$ cat src/rtl/uatx_pkg.sv
package uatx_pkg;

   typedef enum logic [2:0] {
      ST_IDLE  = 3'd0,
      ST_LEAD  = 3'd1,
      ST_START = 3'd2,
      ST_DATA  = 3'd3,
      ST_PAR   = 3'd4,
      ST_STOP  = 3'd5,
      ST_TAIL  = 3'd6
   } tx_state_e;

endpackage

$ cat src/rtl/uatx_baud.sv
module uatx_baud #(
   parameter int DIV_W = 16
) (
   input  logic             clk,
   input  logic             rst_n,
   input  logic             run,
   input  logic [DIV_W-1:0] div,
   output logic             tick
);

   logic [DIV_W-1:0] cnt;
   logic [DIV_W-1:0] lim;

   // a zero divisor behaves as a divisor of one
   assign lim  = (div == '0) ? '0 : div - 1'b1;
   assign tick = run && (cnt >= lim);

   always_ff @(posedge clk) begin
      if (!rst_n) begin
         cnt <= '0;
      end else if (!run || tick) begin
         cnt <= '0;
      end else begin
         cnt <= cnt + 1'b1;
      end
   end

   assert_cnt_in_period_R2: assert property (@(posedge clk) disable iff (!rst_n)
      run |-> (cnt <= lim));

endmodule

$ cat src/rtl/uatx_hold.sv
module uatx_hold #(
   parameter int DATA_W = 8
) (
   input  logic              clk,
   input  logic              rst_n,
   input  logic              wr_en,
   input  logic [DATA_W-1:0] wr_data,
   input  logic              take,
   input  logic              first_done,
   output logic [DATA_W-1:0] hold_q,
   output logic              pending,
   output logic              tdre,
   output logic              tx_irq
);

   always_ff @(posedge clk) begin
      if (!rst_n) begin
         hold_q  <= '0;
         pending <= 1'b0;
         tdre    <= 1'b1;
         tx_irq  <= 1'b0;
      end else begin
         if (wr_en) begin
            hold_q <= wr_data;
         end
         if (wr_en) begin
            pending <= 1'b1;
         end else if (take) begin
            pending <= 1'b0;
         end
         if (wr_en) begin
            tdre <= 1'b0;
         end else if (first_done) begin
            tdre <= 1'b1;
         end
         tx_irq <= first_done && !wr_en;
      end
   end

   assert_write_clears_flag_R10: assert property (@(posedge clk) disable iff (!rst_n)
      wr_en |=> !tdre);

   assert_irq_on_flag_rise_R9: assert property (@(posedge clk) disable iff (!rst_n)
      tx_irq |-> (tdre && !$past(tdre)));

endmodule

$ cat src/rtl/uatx_seq.sv
module uatx_seq
   import uatx_pkg::*;
#(
   parameter int DATA_W = 8
) (
   input  logic              clk,
   input  logic              rst_n,
   input  logic              tick,
   input  logic              pending,
   input  logic [DATA_W-1:0] hold_q,
   input  logic              par_en,
   input  logic              par_odd,
   input  logic              two_stop,
   output logic              run,
   output logic              take,
   output logic              first_done,
   output logic              txd,
   output logic              de_act
);

   localparam int CNT_W = (DATA_W > 1) ? $clog2(DATA_W) : 1;
   localparam logic [CNT_W-1:0] LAST_BIT = CNT_W'(DATA_W - 1);

   tx_state_e         state;
   logic [DATA_W-1:0] shreg;
   logic [CNT_W-1:0]  bit_idx;
   logic              par_bit;
   logic              stop_idx;
   logic              stop_last;
   logic              load_idle;
   logic              load_chain;

   assign stop_last  = !two_stop || stop_idx;
   assign load_idle  = (state == ST_IDLE) && pending;
   assign load_chain = (state == ST_STOP) && tick && stop_last && pending;
   assign take       = load_idle || load_chain;
   assign run        = (state != ST_IDLE) && (state != ST_TAIL);
   assign first_done = (state == ST_DATA) && tick && (bit_idx == '0);
   assign de_act     = (state != ST_IDLE);

   always_comb begin
      txd = 1'b1;
      case (state)
         ST_START: txd = 1'b0;
         ST_DATA:  txd = shreg[0];
         ST_PAR:   txd = par_bit;
         default:  txd = 1'b1;
      endcase
   end

   always_ff @(posedge clk) begin
      if (!rst_n) begin
         state    <= ST_IDLE;
         shreg    <= '0;
         bit_idx  <= '0;
         par_bit  <= 1'b0;
         stop_idx <= 1'b0;
      end else begin
         if (take) begin
            shreg   <= hold_q;
            par_bit <= (^hold_q) ^ par_odd;
         end
         case (state)
            ST_IDLE: begin
               if (pending) begin
                  state <= ST_LEAD;
               end
            end
            ST_LEAD: begin
               if (tick) begin
                  state <= ST_START;
               end
            end
            ST_START: begin
               if (tick) begin
                  state   <= ST_DATA;
                  bit_idx <= '0;
               end
            end
            ST_DATA: begin
               if (tick) begin
                  shreg <= {1'b0, shreg[DATA_W-1:1]};
                  if (bit_idx == LAST_BIT) begin
                     stop_idx <= 1'b0;
                     state    <= par_en ? ST_PAR : ST_STOP;
                  end else begin
                     bit_idx <= bit_idx + 1'b1;
                  end
               end
            end
            ST_PAR: begin
               if (tick) begin
                  stop_idx <= 1'b0;
                  state    <= ST_STOP;
               end
            end
            ST_STOP: begin
               if (tick) begin
                  if (!stop_last) begin
                     stop_idx <= 1'b1;
                  end else if (pending) begin
                     state <= ST_START;
                  end else begin
                     state <= ST_TAIL;
                  end
               end
            end
            ST_TAIL: begin
               state <= ST_IDLE;
            end
            default: begin
               state <= ST_IDLE;
            end
         endcase
      end
   end

   assert_idle_line_high_R1: assert property (@(posedge clk) disable iff (!rst_n)
      !de_act |-> txd);

   assert_de_drop_after_tail_R6: assert property (@(posedge clk) disable iff (!rst_n)
      $fell(de_act) |-> ($past(state) == ST_TAIL));

   assert_start_entry_R7: assert property (@(posedge clk) disable iff (!rst_n)
      ((state == ST_START) && ($past(state) != ST_START))
         |-> (($past(state) == ST_LEAD) || ($past(state) == ST_STOP)));

   assert_lead_from_idle_R5: assert property (@(posedge clk) disable iff (!rst_n)
      $rose(de_act) |-> (state == ST_LEAD));

endmodule

$ cat src/rtl/uart_de_tx.sv
module uart_de_tx #(
   parameter int DATA_W = 8,
   parameter int DIV_W  = 16
) (
   input  logic              clk,
   input  logic              rst_n,
   input  logic              wr_en,
   input  logic [DATA_W-1:0] wr_data,
   input  logic [DIV_W-1:0]  baud_div,
   input  logic              par_en,
   input  logic              par_odd,
   input  logic              two_stop,
   input  logic              de_pol,
   output logic              txd,
   output logic              de,
   output logic              tdre,
   output logic              tx_irq
);

   generate
      if (DATA_W < 5 || DATA_W > 9) begin : g_bad_data_w
         $error("uart_de_tx: DATA_W must lie between 5 and 9");
      end
      if (DIV_W < 2) begin : g_bad_div_w
         $error("uart_de_tx: DIV_W must be at least 2");
      end
   endgenerate

   logic              tick;
   logic              run;
   logic              take;
   logic              first_done;
   logic              pending;
   logic              de_act;
   logic [DATA_W-1:0] hold_q;

   uatx_baud #(.DIV_W(DIV_W)) i_baud (
      .clk  (clk),
      .rst_n(rst_n),
      .run  (run),
      .div  (baud_div),
      .tick (tick)
   );

   uatx_hold #(.DATA_W(DATA_W)) i_hold (
      .clk       (clk),
      .rst_n     (rst_n),
      .wr_en     (wr_en),
      .wr_data   (wr_data),
      .take      (take),
      .first_done(first_done),
      .hold_q    (hold_q),
      .pending   (pending),
      .tdre      (tdre),
      .tx_irq    (tx_irq)
   );

   uatx_seq #(.DATA_W(DATA_W)) i_seq (
      .clk       (clk),
      .rst_n     (rst_n),
      .tick      (tick),
      .pending   (pending),
      .hold_q    (hold_q),
      .par_en    (par_en),
      .par_odd   (par_odd),
      .two_stop  (two_stop),
      .run       (run),
      .take      (take),
      .first_done(first_done),
      .txd       (txd),
      .de_act    (de_act)
   );

   assign de = de_pol ? de_act : !de_act;

   assert_de_level_R8: assert property (@(posedge clk) disable iff (!rst_n)
      (!de_act) |-> (de == !de_pol));

endmodule

$ cat config.mk
export PLATFORM = sky130hd
export DESIGN_NAME = uart_de_tx
export DESIGN_NICKNAME = d
export VERILOG_FILES = /design/src/rtl/uatx_pkg.sv /design/src/rtl/uatx_baud.sv /design/src/rtl/uatx_hold.sv /design/src/rtl/uatx_seq.sv /design/src/rtl/uart_de_tx.sv
export SDC_FILE = /design/constraint.sdc
export NUM_CORES = 1
export LEC_CHECK = 0
export ABC_CLOCK_PERIOD_IN_PS = 7700
export BUFFER_PORTS_ARGS = -buffer_cell sky130_fd_sc_hd__buf_2
export CAP_MARGIN = 20
export CELL_PAD_IN_SITES_DETAIL_PLACEMENT = 0
export CELL_PAD_IN_SITES_GLOBAL_PLACEMENT = 1
export CORE_ASPECT_RATIO = 1.75
export CORE_MARGIN = 5
export CORE_UTILIZATION = 47
export DETAILED_ROUTE_END_ITERATION = 8
export GPL_ROUTABILITY_DRIVEN = 1
export GPL_TIMING_DRIVEN = 0
export PLACE_DENSITY_LB_ADDON = 0.3
export SYNTH_ARGS = -nofsm -noshare
export SYNTH_HDL_FRONTEND = slang
export SYNTH_SLANG_ARGS = --single-unit
$ cat constraint.sdc
create_clock -name clk -period 7.7 [get_ports clk]
set_input_delay 0 -clock clk [delete_from_list [all_inputs] [get_ports clk]]
set_output_delay 0 -clock clk [all_outputs]
set_load 0.05 [all_outputs]
==> results_dict.tcl <==
set metrics [dict create \
    crit_path_end_kind "register" \
    root_buffer "clkbuf_8" \
    syn2layout_area_growth_pct 16.40 \
    finalClockSkew_ns 0.005006 \
    cpPeakStageDelay_ns 0.62 \
    cp_slowest_cell "a221oi_1" \
    synth.most_common_cell "dfxtp_1" \
    worst_slew_margin_rel_pct 56.54 \
    dp_hpwl_mm 4.565 \
    gr-total-overflow 0 \
    die_w_um 67.30 \
    power_frac_seq_pct 47.7 \
    worst_pin_slew_ns 0.6519 \
    vias_per_cell 5.155 \
    netlist_instances 325 \
    first_pass_iters 4 \
    globalplace.congestion 0.7951 \
    yosysTopAreaCellShare_pct 31.88 \
    ios 35 \
    wl_mm 5.799 \
    status "finished clean" \
    avgSynthCellArea_um2 8.308 \
    insertion_delay_ns 0.29 \
    cp_data_required_time_ns 7.94 \
    io_buffers 34 \
    grt_pass1_vias 2371 \
    final_area_um2 3143 \
    r2r_start "i_baud.cnt[0]$_SDFF_PP0_" \
    switching_share_pct 29.65 \
    vias 2325 \
    p_switching_uw 147.5 \
    setup_viol 0 \
    ys_types 43 \
    core-area_um2 5585 \
    hold_slack_ns 0.03419 \
    ys_top_cells_by_count "dfxtp_1, nor2_1, nand2_1" \
    start_kind "input pin" \
    worstHoldStart "rst_n" \
    grt_max_degree 13 \
    post-place-ws_ns 3.636 \
    diodes 0 \
    cts_tree "done" \
    h-tree-depth 2 \
    crit_chain "buf_2 -> or4_4 -> nor4_1 -> nand3_1 -> nor3_1 -> xor2_1 -> nand2_1 -> ha_1 -> nand4_1 -> a211oi_1 -> a32oi_2 -> a221oi_1 -> mux2_2 -> nor2_1" \
    path_buf_inv 1 \
    clock_sinks 43 \
    netlist_top_cells_area "dfxtp_1, ha_1, mux2i_1, xor2_1, nor2_1" \
    p_clk_share_pct 28.8 \
    period_minus_slack_ns 3.659 \
    cp-startpoint "baud_div[9]" \
    combPwrFrac_pct 23.6 \
    vdd.ir_drop.worst_v 0.0001311 \
    fin_setup_tns_ns 0 \
    rows 36 \
    synthArstFlopShare_pct 0 \
    ant_nets 0 \
    utilization_pct 56.27 \
    critical_path_class "in2reg" \
    synthFlopType "dfxtp_1" \
    cap_violations 0 \
    hold_viol_final 0 \
    slew_viol_final 0 \
    intPower_uw 350.2 \
    critical-path-top-delay-family "simple AND/OR/NAND/NOR gates" \
    finalCritPeriodShare_pct 47.53 \
    cts_resized 0 \
    yosys.area.top_type "dfxtp_1" \
    grt_pass1_wl_mm 10.10 \
    cts.path.max_buffers 2 \
    drc 0 \
    rsz0062_at_grt "no" \
    grt_use_total_pct 17.68 \
    place_area_um2 2965 \
    syn_nets 378 \
    clock.fmax_mhz 273.3 \
    synth-edff-count 0 \
    place_inst 435 \
    cts.clk_slew.worst_paths_ns 0.08 \
    post_drt_wl_per_cell_um 12.86 \
    syn_area_um2 2700 \
    r2r_slack_ns 5.19 \
    ys_seq_area_share_pct 31.88 \
    hp-class "in2reg" \
    dr.first_iter.drc_count 47 \
    fin_cells 451 \
    nets 428 \
    p_leak_nw 1.397 \
    cts_buffers 5 \
    initial_core_util_pct 48.34 \
    postCtsSetupBuffers 0 \
    chipHeight_um 110.3 \
    ys_warn_count 0 \
    postCtsHoldBufs 9 \
    grt_antenna_before_repair 0 \
    critPathMaxFanout 4 \
    power.density_nw_per_um2 158.4 \
    synth-seq-cells 43 \
    worst_slack_ns 4.041 \
    layout-drive-gt1-share_pct 13.87 \
    power.total_uw 497.7 \
    dieArea_um2 7420 \
    worstPathArrival_ns 3.90 \
]
## routing by layer
layer	wire length (um)	vias up	track usage [%]
met2	3244	39	35.05
met3	200	9	2.941
met5	0	-	0
met4	102	0	6.821
met1	2252	1058	17.41
li1	-	1219	-
## cell usage in the layout (no fill, tap or decap), types with 13 or more instances in the layout
master   netlist  routed
ha_1          22      22
inv_1         13      13
mux2i_1       22      22
o21ai_0       15      15
nand2_1       36      36
a21oi_1       17      17
nor2_1        41      41
xnor2_1       15      15
dfxtp_1       43      43
xor2_1        20      20
buf_2          3      37
## state kept, by name (all words and copies together), names as in the netlist
signal,cells
i_seq.state,3
i_hold.hold_q,8
i_seq.bit_idx,3
i_seq.shreg,8
i_hold.tx_irq,1
i_hold.tdre,1
i_hold.pending,1
i_seq.stop_idx,1
i_baud.cnt,16
i_seq.par_bit,1
## worst min-delay path: stages
cell      delay [ns]
buf_2           0.16
nand2b_1        0.08
nor4_1          0.04
## cell families (layout without fill, tap and decap cells)
kind of cell	Yosys count	after routing	share of synthesized area (%)
and+or+nand+nor	130	130	22.43
DFF	43	43	31.88
muxes	23	23	8.573
adders and majority gates	22	22	10.19
xor gates and xnor gates	35	35	11.35
buffers and inverters	24	74	3.753
AOI/OAI and AO/OA	48	48	11.82
## power groups by stage
| stage | Combinational, mW | Clock [mW] | Sequential [mW] |
|---|---|---|---|
| floorplan | 0.0834 | 0 | 0.242 |
| global placement | 0.114 | 0 | 0.242 |
| detailed placement | 0.115 | 0 | 0.243 |
| CTS | 0.119 | 0.148 | 0.237 |
| global route | 0.130 | 0.158 | 0.239 |
| finish | 0.117 | 0.143 | 0.237 |
## layout make-up
class	instances	area [um^2]
inverters	13	48.80
flip-flops and latches	43	860.8
repair buffers	43	260.3
multi-input cells	258	1738
fillers	576	2442
plain buffers	11	52.55
clock buffers	6	82.58
clock inverters	1	5.005
well taps	76	95.09
## worst paths after layout
| kind | endpoint | depth (start not counted) |
|---|---|---|
| setup / recovery | i_seq.bit_idx[1]$_SDFFE_PN0P_ | 14 |
| hold / removal | i_hold.tx_irq$_SDFF_PN0_ | 3 |
| setup reg to reg | i_baud.cnt[13]$_SDFF_PP0_ | 10 |
| hold reg to reg | i_baud.cnt[0]$_SDFF_PP0_ | 1 |
(Power assumes the default switching activity.)
